File: src/rtl/seq_pkg.sv
package seq_pkg;
    localparam int SEQ_PAUSE_BIT = 0;
    localparam int SEQ_LOOP_BIT  = 1;

    typedef enum logic [1:0] {
        ST_IDLE   = 2'd0,
        ST_FETCH  = 2'd1,
        ST_CONV   = 2'd2,
        ST_PAUSED = 2'd3
    } seq_state_e;
endpackage

File: src/rtl/seq_instr_ram.sv
module seq_instr_ram #(
    parameter int PTR_W   = 3,
    parameter int INSTR_W = 16
) (
    input  logic               clk,
    input  logic               rst_n,
    input  logic               we,
    input  logic [PTR_W-1:0]   waddr,
    input  logic [INSTR_W-1:0] wdata,
    input  logic [PTR_W-1:0]   raddr,
    output logic [INSTR_W-1:0] rdata
);
    localparam int DEPTH = 1 << PTR_W;

    logic [INSTR_W-1:0] mem [DEPTH];

    always_ff @(posedge clk or negedge rst_n) begin
        if (!rst_n) begin
            for (int i = 0; i < DEPTH; i++) begin
                mem[i] <= '0;
            end
        end else if (we) begin
            mem[waddr] <= wdata;
        end
    end

    assign rdata = mem[raddr];
endmodule

File: src/rtl/seq_ptr.sv
module seq_ptr #(
    parameter int PTR_W = 3
) (
    input  logic             clk,
    input  logic             rst_n,
    input  logic             clear,
    input  logic             advance,
    input  logic             loop_flag,
    output logic [PTR_W-1:0] ip
);
    always_ff @(posedge clk or negedge rst_n) begin
        if (!rst_n) begin
            ip <= '0;
        end else if (clear) begin
            ip <= '0;
        end else if (advance) begin
            if (loop_flag) begin
                ip <= '0;
            end else begin
                ip <= ip + PTR_W'(1);
            end
        end
    end
endmodule

File: src/rtl/seq_fsm.sv
module seq_fsm
    import seq_pkg::*;
(
    input  logic clk,
    input  logic rst_n,
    input  logic cfg_wr,
    input  logic cfg_start,
    input  logic cfg_clear,
    input  logic pause_flag,
    input  logic conv_done,
    output logic conv_req,
    output logic advance,
    output logic clear
);
    seq_state_e state, nxt;
    logic       run_q;

    assign clear = cfg_wr & cfg_clear;

    always_ff @(posedge clk or negedge rst_n) begin
        if (!rst_n) begin
            state <= ST_IDLE;
        end else begin
            state <= nxt;
        end
    end

    always_ff @(posedge clk or negedge rst_n) begin
        if (!rst_n) begin
            run_q <= 1'b0;
        end else if (cfg_wr) begin
            run_q <= cfg_start & ~cfg_clear;
        end else if (state == ST_FETCH && run_q && pause_flag) begin
            run_q <= 1'b0;
        end
    end

    always_comb begin
        nxt = state;
        if (clear) begin
            nxt = ST_IDLE;
        end else begin
            unique case (state)
                ST_IDLE:   if (run_q) nxt = ST_FETCH;
                ST_FETCH: begin
                    if (!run_q)          nxt = ST_IDLE;
                    else if (pause_flag) nxt = ST_PAUSED;
                    else                 nxt = ST_CONV;
                end
                ST_CONV:   if (conv_done) nxt = run_q ? ST_FETCH : ST_IDLE;
                ST_PAUSED: if (run_q) nxt = ST_CONV;
                default:   nxt = ST_IDLE;
            endcase
        end
    end

    always_comb begin
        conv_req = (state == ST_CONV);
        advance  = (state == ST_CONV) && conv_done && !clear;
    end
endmodule

File: src/rtl/seq_result.sv
module seq_result #(
    parameter int PTR_W  = 3,
    parameter int DATA_W = 16
) (
    input  logic              clk,
    input  logic              rst_n,
    input  logic              advance,
    input  logic [PTR_W-1:0]  ip,
    input  logic [DATA_W-1:0] conv_data,
    output logic              res_valid,
    output logic [PTR_W-1:0]  res_tag,
    output logic [DATA_W-1:0] res_data
);
    always_ff @(posedge clk or negedge rst_n) begin
        if (!rst_n) begin
            res_valid <= 1'b0;
            res_tag   <= '0;
            res_data  <= '0;
        end else begin
            res_valid <= advance;
            if (advance) begin
                res_tag  <= ip;
                res_data <= conv_data;
            end
        end
    end
endmodule

File: src/rtl/conv_sequencer.sv
module conv_sequencer
    import seq_pkg::*;
#(
    parameter int PTR_W   = 3,
    parameter int INSTR_W = 16,
    parameter int DATA_W  = 16
) (
    input  logic               clk,
    input  logic               rst_n,
    input  logic               cfg_wr,
    input  logic               cfg_start,
    input  logic               cfg_clear,
    input  logic               ram_we,
    input  logic [PTR_W-1:0]   ram_waddr,
    input  logic [INSTR_W-1:0] ram_wdata,
    output logic               conv_req,
    output logic [INSTR_W-1:0] conv_instr,
    input  logic               conv_done,
    input  logic [DATA_W-1:0]  conv_data,
    output logic [PTR_W-1:0]   seq_ip,
    output logic               res_valid,
    output logic [PTR_W-1:0]   res_tag,
    output logic [DATA_W-1:0]  res_data
);
    logic advance, clear;

    seq_instr_ram #(.PTR_W(PTR_W), .INSTR_W(INSTR_W)) u_ram (
        .clk(clk), .rst_n(rst_n), .we(ram_we), .waddr(ram_waddr),
        .wdata(ram_wdata), .raddr(seq_ip), .rdata(conv_instr)
    );

    seq_fsm u_fsm (
        .clk(clk), .rst_n(rst_n), .cfg_wr(cfg_wr), .cfg_start(cfg_start),
        .cfg_clear(cfg_clear), .pause_flag(conv_instr[SEQ_PAUSE_BIT]),
        .conv_done(conv_done), .conv_req(conv_req), .advance(advance),
        .clear(clear)
    );

    seq_ptr #(.PTR_W(PTR_W)) u_ptr (
        .clk(clk), .rst_n(rst_n), .clear(clear), .advance(advance),
        .loop_flag(conv_instr[SEQ_LOOP_BIT]), .ip(seq_ip)
    );

    seq_result #(.PTR_W(PTR_W), .DATA_W(DATA_W)) u_res (
        .clk(clk), .rst_n(rst_n), .advance(advance), .ip(seq_ip),
        .conv_data(conv_data), .res_valid(res_valid), .res_tag(res_tag),
        .res_data(res_data)
    );
endmodule

File: config.mk
export PLATFORM = sky130hd
export DESIGN_NAME = conv_sequencer
export DESIGN_NICKNAME = d
export VERILOG_FILES = /design/src/rtl/seq_pkg.sv /design/src/rtl/seq_instr_ram.sv /design/src/rtl/seq_ptr.sv /design/src/rtl/seq_fsm.sv /design/src/rtl/seq_result.sv /design/src/rtl/conv_sequencer.sv
export SDC_FILE = /design/constraint.sdc
export NUM_CORES = 1
export LEC_CHECK = 0
export ABC_AREA = 1
export BUFFER_PORTS_ARGS = -buffer_cell sky130_fd_sc_hd__clkbuf_2
export CAP_MARGIN = 30
export CORE_MARGIN = 2
export CORE_UTILIZATION = 63
export CTS_CLUSTER_DIAMETER = 200
export DETAILED_ROUTE_END_ITERATION = 12
export PLACE_DENSITY = 0.95
export SYNTH_ARGS = -nofsm -noshare
export SYNTH_HDL_FRONTEND = slang
export SYNTH_SLANG_ARGS = --single-unit
export TNS_END_PERCENT = 5
File: constraint.sdc
create_clock -name clk -period 2.3 [get_ports clk]
set_input_delay 0.23 -clock clk [delete_from_list [all_inputs] [get_ports clk]]
set_output_delay 0.23 -clock clk [all_outputs]
set_load 0.02 [all_outputs]
==> results of run 1 <==
## flip-flops by register name, summed over array words and instances, names as in the netlist
register / count
u_res.res_tag: 3
u_ram.mem: 128
u_fsm.run_q: 1
u_res.res_data: 16
u_fsm.state: 2
u_ptr.ip: 3
u_res.res_valid: 1
## worst paths after layout
kind / from / endpoint / slack (ns) / depth (start not counted)
hold / removal: ram_we / u_ram.mem[0] / 0.12 / 5
setup reg to reg: u_ptr.ip[0] / u_fsm.run_q / 0.28 / 10
max in group asynchronous: rst_n / u_ram.mem[83] / 1.37 / 3
hold reg to reg: u_ram.mem[25] / u_ram.mem[25] / 0.49 / 2
min in group asynchronous: rst_n / u_ram.mem[0] / 0.24 / 2
setup / recovery: u_ptr.ip[0] / conv_instr[10] / -0.09 / 6
## worst max-delay path, stage by stage, from the launching register on
cell and delay, ns:
dfrtp_4 0.58, buf_6 0.17, clkbuf_16 0.18, nand2_1 0.08
o211ai_1 0.09, a31oi_1 0.31, buf_4 0.21
## stage by stage
step | worst slack [ns] | instances | cell area (sq um) | power [mW] | setup TNS, ns
6_report | -0.08685 | 1094 | 8479 | 8.683 | -0.3219
3_5_place_dp | 0.4021 | 1017 | 7391 | 5.684 | 0
5_1_grt | -0.1497 | 1094 | 8479 | 9.084 | -0.9452
4_1_cts | -0.06211 | 1087 | 8319 | 8.365 | -0.1922
3_3_place_gp | 0.4312 | 1017 | 7391 | 5.576 | 0
2_1_floorplan | 0.5810 | 828 | 6877 | 5.023 | 0
## metal layers
layer	wire length [um]	share of wire (%)
met3	2276	11
met4	962	4.7
met1	7163	35
met2	9921	49
met5	0	0
## timing repair
item	CTS	global route
endpoints found under the setup margin	16	16
buffers inserted	2	6
cloned	0	2
pin swaps	0	7
resized for setup	2	44
hold buffers	36	0
hold endpoints to repair	95	0
## where the power goes
part	internal [mW]	total [mW]	switching, mW	leakage (nW)
clock network	1.47	2.62	1.15	0.257
registers	3.30	3.68	0.380	1.94
logic	0.879	2.38	1.51	2.02
total	5.65	8.68	3.03	4.22
## logic make-up (layout without fill, tap and decap cells)
group	count (synthesis)	in the layout	share of synthesized area [%]
compound gates	227	227	17.45
fa+ha+maj	1	1	0.1819
buf+inv	102	228	6.951
flops	154	154	56.04
simple gates	344	344	19.38
## cell type report
| class | instances | area, sq um | area share, % |
|---|---|---|---|
| clock buffer | 19 | 431.7 | 5.091 |
| tap | 140 | 175.2 | 2.066 |
| inverter | 50 | 202.7 | 2.390 |
| sequential | 154 | 3857 | 45.49 |
| timing repair inverter | 1 | 8.758 | 0.1033 |
| multi-input combinational | 572 | 2571 | 30.32 |
| clock inverter | 13 | 117.6 | 1.387 |
| timing repair buffer | 145 | 1115 | 13.15 |
## layout by cell type, fill, tap and decap left out, types with 12 or more instances in the layout
cell type,Yosys,routed
a21oi_1,16,15
a31oi_1,14,12
buf_4,5,27
clkbuf_16,0,17
clkbuf_2,1,68
dfrtp_1,154,153
dlygate4sd3_1,0,36
inv_1,46,46
nand2_1,272,271
nor2_1,59,58
o211ai_1,16,16
o21ai_0,171,165
o21ai_1,8,14
==> metrics, run 1 <==
Layout Nets=984; DRT iter0 DRCs=840; vias=between 6000 and 7000; clk sinks=154; Avg Cell Area, Syn=8.305 sq um; met2 Usage GRT=56.88%; pwr/cell area=1024 mW/mm^2; n_diodes=0; slew margin rel.=61.63%; first-pass GRT wire length=30860 um; count leader, synth=nand2_1; Clock transition at path regs=0.07 ns; drt wl/cell=~19 um; Core Footprint=0.01075 sq mm; met3 Usage GRT=under 10%; Yosys warning count=0; # port buffers=81; critical path startpoint category=flip-flop; final antenna-violating net count=0; Crit Path Max Fanout=22; Mapped Cells=828; gpl congestion=0.8506; leakage=~4.2 nW; Commonest cells post-synth=nand2_1, o21ai_0, dfrtp_1; Synth area leader=dfrtp_1; worst hold slack=0.1226 ns; status=complete, but fails checks; die footprint=0.01177 sq mm; Max VDD drop=0.0006430 V; max-cap violation count=0; CTS tree=built; vias in the first global route=6433; endpoints failing setup=10; synth top area cells=dfrtp_1, nand2_1, o21ai_0; Final Max Tran Viols=0; failing checks=setup timing; Num CTS Buffers=17; Synth-to-Final Area Change=23.31%; I/O Pins=82; register area share after synthesis=56.04%; Fillers=a little under 600; syn_nets=871; Pre-Repair DR Iteration Count=7; Die Width=108.5 um; clk_lat worst skew=0.54 ns; kind of critical path=flip-flop to primary output; Hold Path Class=input port to flip-flop; total gr overflow=0; Longest Clk Path Bufs=2; nature of the critical path endpoint=primary output; DIE HEIGHT=108.5 um; Final Cycle Share=103.8%; Clk Tree Root Cell=clkbuf_8; initial core utilization=~64%; synthesized flop and latch total=154; grt met1 use=about 40%; top_reg_cell synth=dfrtp_1; largest net degree at the start of global routing=65; fin util=between 70% and 80%; Worst Skew=slightly above 0.009 ns; final WL=20320 um; minimum clock period=roughly 2.4 ns; antenna violations before repair=0; Setup WS post-layout=-0.08685 ns; top cell type's share of synthesized area=56.04%; drt drc=0; Worst EP required=2.07 ns; Post-synth ARST share=100.0%; FMAX=419.0 MHz; all-layer global routing usage=between 30 and 40%; Cell Area, Synth=0.006877 sq mm; Cell Rows=38; RSZ-0062 raised after global routing=yes; Detail Placement HPWL=10680 um; DR vias/cell=6.088; final hold vios=0; layout cell share with drive strength beyond 1=16.35%; worst-margin pin slew=0.5755 ns; Worst EP arrival=approximately 2.2 ns; number of synthesized flops with an enable pin=0; Max H-tree Level=4; most used routing layer=met2; Unique masters post-synth=28
(Power assumes the default switching activity.)
==> run 2, diff against run 1 <==
MAX_ROUTING_LAYER = met4   (was unset)
==> metrics, run 2 (synthesis gave the netlist of run 1 again) <==
DRT iter0 DRCs=956 (was 840); kind of critical path=flip-flop to primary output (unchanged); most frequent cells in the layout=nand2_1, o21ai_0, dfrtp_1 (unchanged); final hold vios=0 (unchanged); crit path to=conv_instr[1] (was conv_instr[10]); sw frac=35.19% (was 34.95%); leakage=4.217 nW (was 4.222 nW); # port buffers=81 (unchanged); minimum clock period=2.416 ns (was 2.387 ns); part of the power in registers=42.4% (about the same); Clk Tree Root Cell=clkbuf_8 (unchanged); hold path depth=5 (unchanged); r2r startpoint=u_ptr.ip[0] (unchanged); Max VDD drop=0.0006457 V (was 0.0006430 V); final antenna-violating net count=0 (unchanged); FMAX=413.9 MHz (was 419.0 MHz); I/O Pins=82 (unchanged); die footprint=0.01177 sq mm (unchanged); largest net degree at the start of global routing=65 (unchanged); Final Max Tran Viols=0 (unchanged); Synth-to-Final Area Change=23.05% (was 23.31%); DR vias/cell=6.177 (was 6.088); endpoints failing setup=7 (was 10); Clock transition at path regs=0.07 ns (about the same); CTS tree=built (unchanged); status=complete, but fails checks (unchanged); worst-margin pin slew=0.5787 ns (was 0.5755 ns); WP buf/inv=3 (unchanged); total gr overflow=0 (unchanged); final WL=20620 um (was 20320 um); Fillers=599 (was 594); antenna violations before repair=0 (unchanged); worst-case reg-to-reg path depth=10 (unchanged); Worst R2R End=u_fsm.run_q (unchanged); vias=6758 (was 6660); Longest Clk Path Bufs=2 (unchanged); vias in the first global route=6418 (was 6433); initial core utilization=64.00% (unchanged); all-layer global routing usage=35.68% (was 34.55%); largest registers=u_ram.mem (128), u_res.res_data (16) (unchanged); Core Footprint=0.01075 sq mm (unchanged); Worst Skew=0.01017 ns (was 0.009212 ns); Fin Setup TNS=-0.3654 ns (was -0.3219 ns); Worst path max stage delay=0.58 ns (about the same); most common cell after layout, fill and taps aside=nand2_1 (unchanged); Detail Placement HPWL=10680 um (unchanged); Reg with most FFs=u_ram.mem (unchanged); Layout Nets=984 (unchanged); Largest register FFs=128 (unchanged); Pre-Repair DR Iteration Count=6 (was 7); CP startpoint=u_ptr.ip[0] (unchanged); DIE HEIGHT=108.5 um (unchanged); nature of the critical path endpoint=primary output (unchanged); Sw Pwr=3.059 mW (was 3.034 mW); overall power=8.692 mW (was 8.683 mW); failing checks=setup timing (unchanged); n_diodes=0 (unchanged); Cell Rows=38 (unchanged); Hold Path Class=input port to flip-flop (unchanged); gpl congestion=0.8641 (was 0.8506); drt wl/cell=18.85 um (was 18.58 um); max-cap violation count=0 (unchanged); Combinational Power Share=27.3% (was 27.5%); Worst EP arrival=2.19 ns (was 2.16 ns); Final Cell Area=0.008462 sq mm (was 0.008479 sq mm); clk sinks=154 (unchanged); fin util=78.75% (was 78.91%); Worst EP required=2.07 ns (about the same); Critical Path Slowest Stage Cell=dfrtp_4 (unchanged); Final Cycle Share=105.1% (was 103.8%); drt drc=0 (unchanged); RSZ-0062 raised after global routing=yes (unchanged); clk_lat worst skew=0.54 ns (about the same); pwr/cell area=1027 mW/mm^2 (was 1024 mW/mm^2); R2R setup slack=0.29 ns (was 0.28 ns); Crit Path Max Fanout=9 (was 22); Num CTS Buffers=17 (unchanged); Die Width=108.5 um (unchanged); Clock power frac=30.3% (was 30.2%); Max H-tree Level=4 (unchanged); cells along the critical path=buf_6, o211ai_1, o21ai_1, o21ai_2, inv_1, buf_2 (was buf_6, clkbuf_16, nand2_1, o211ai_1, a31oi_1, buf_4); sequential cell area=0.003857 sq mm (unchanged); slew margin rel.=61.42% (was 61.63%); first-pass GRT wire length=30910 um (was 30860 um); critical path startpoint category=flip-flop (unchanged); area of the multi-input gates=0.002564 sq mm (was 0.002571 sq mm); Worst path depth=6 (unchanged); largest delay contributor family on the critical path=compound AO/OA/AOI/OAI gates (was flip-flops); cell internal pwr=5.633 mW (was 5.648 mW); layout cell share with drive strength beyond 1=16.25% (was 16.35%); placed cell areas=0.007391 sq mm (unchanged); Setup WS post-layout=-0.1162 ns (was -0.08685 ns)
run 2: repair_timing:
action	4_1_cts	5_1_grt
buffers inserted	2	5
gates resized for setup	2	39
hold buffers	36	0
gates cloned	0	2
pin swaps	0	6
setup endpoints to repair	16	16
hold endpoints to repair	95	0
run 2: cell type report:
cell class | count | share of cell area, %
Clock inverter | 13 | 1.390
Inverter | 50 | 2.395
Clock buffer | 19 | 5.101
Multi-Input combinational cell | 572 | 30.30
Timing Repair inverter | 1 | 0.1035
Sequential cell | 154 | 45.59
Timing Repair Buffer | 145 | 13.06
Tap cell | 140 | 2.070
run 2: worst min-delay path, stage by stage:
cell and delay, ns:
clkbuf_2 0.09, nand2_1 0.11, nor3_4 0.05, nand2_1 0.05, o21ai_0 0.07
run 2: layer usage:
layer	vias up	wire length, um	part of all wire [%]	track usage [%]
met2	541	9860	48	56.29
met1	3155	7409	36	41.67
li1	2912	-	-	-
met3	150	2207	11	9.825
met5	-	0	0	-
met4	0	1146	5.6	19.32
run 2: worst min path at each step:
stage | startpoint | to | slack, ns
3_3_place_gp | rst_n | u_ram.mem[0] | 0.24
4_1_cts | ram_we | u_ram.mem[0] | 0.11
3_5_place_dp | rst_n | u_ram.mem[0] | 0.25
5_1_grt | ram_we | u_ram.mem[0] | 0.14
2_1_floorplan | rst_n | u_fsm.run_q | -0.07
6_report | ram_we | u_ram.mem[0] | 0.11
run 2: stage by stage:
| stage | std cells | worst slack (ns) | hold slack, ns |
|---|---|---|---|
| 2_1_floorplan | 828 | 0.5810 | -0.06559 |
| 3_3_place_gp | 1017 | 0.4312 | 0.2422 |
| 3_5_place_dp | 1017 | 0.4021 | 0.2499 |
| 4_1_cts | 1087 | -0.06211 | 0.1133 |
| 5_1_grt | 1094 | -0.1969 | 0.1380 |
| 6_report | 1094 | -0.1162 | 0.1100 |
run 2: power by group through the flow:
stage / clock network (mW) / logic (mW) / registers, mW
final: 2.63 / 2.37 / 3.69
after global routing: 2.76 / 2.60 / 3.72
after CTS: 2.62 / 2.12 / 3.63
after detailed placement: 0 / 2.02 / 3.67
after global placement: 0 / 1.93 / 3.64
after floorplan: 0 / 1.27 / 3.76
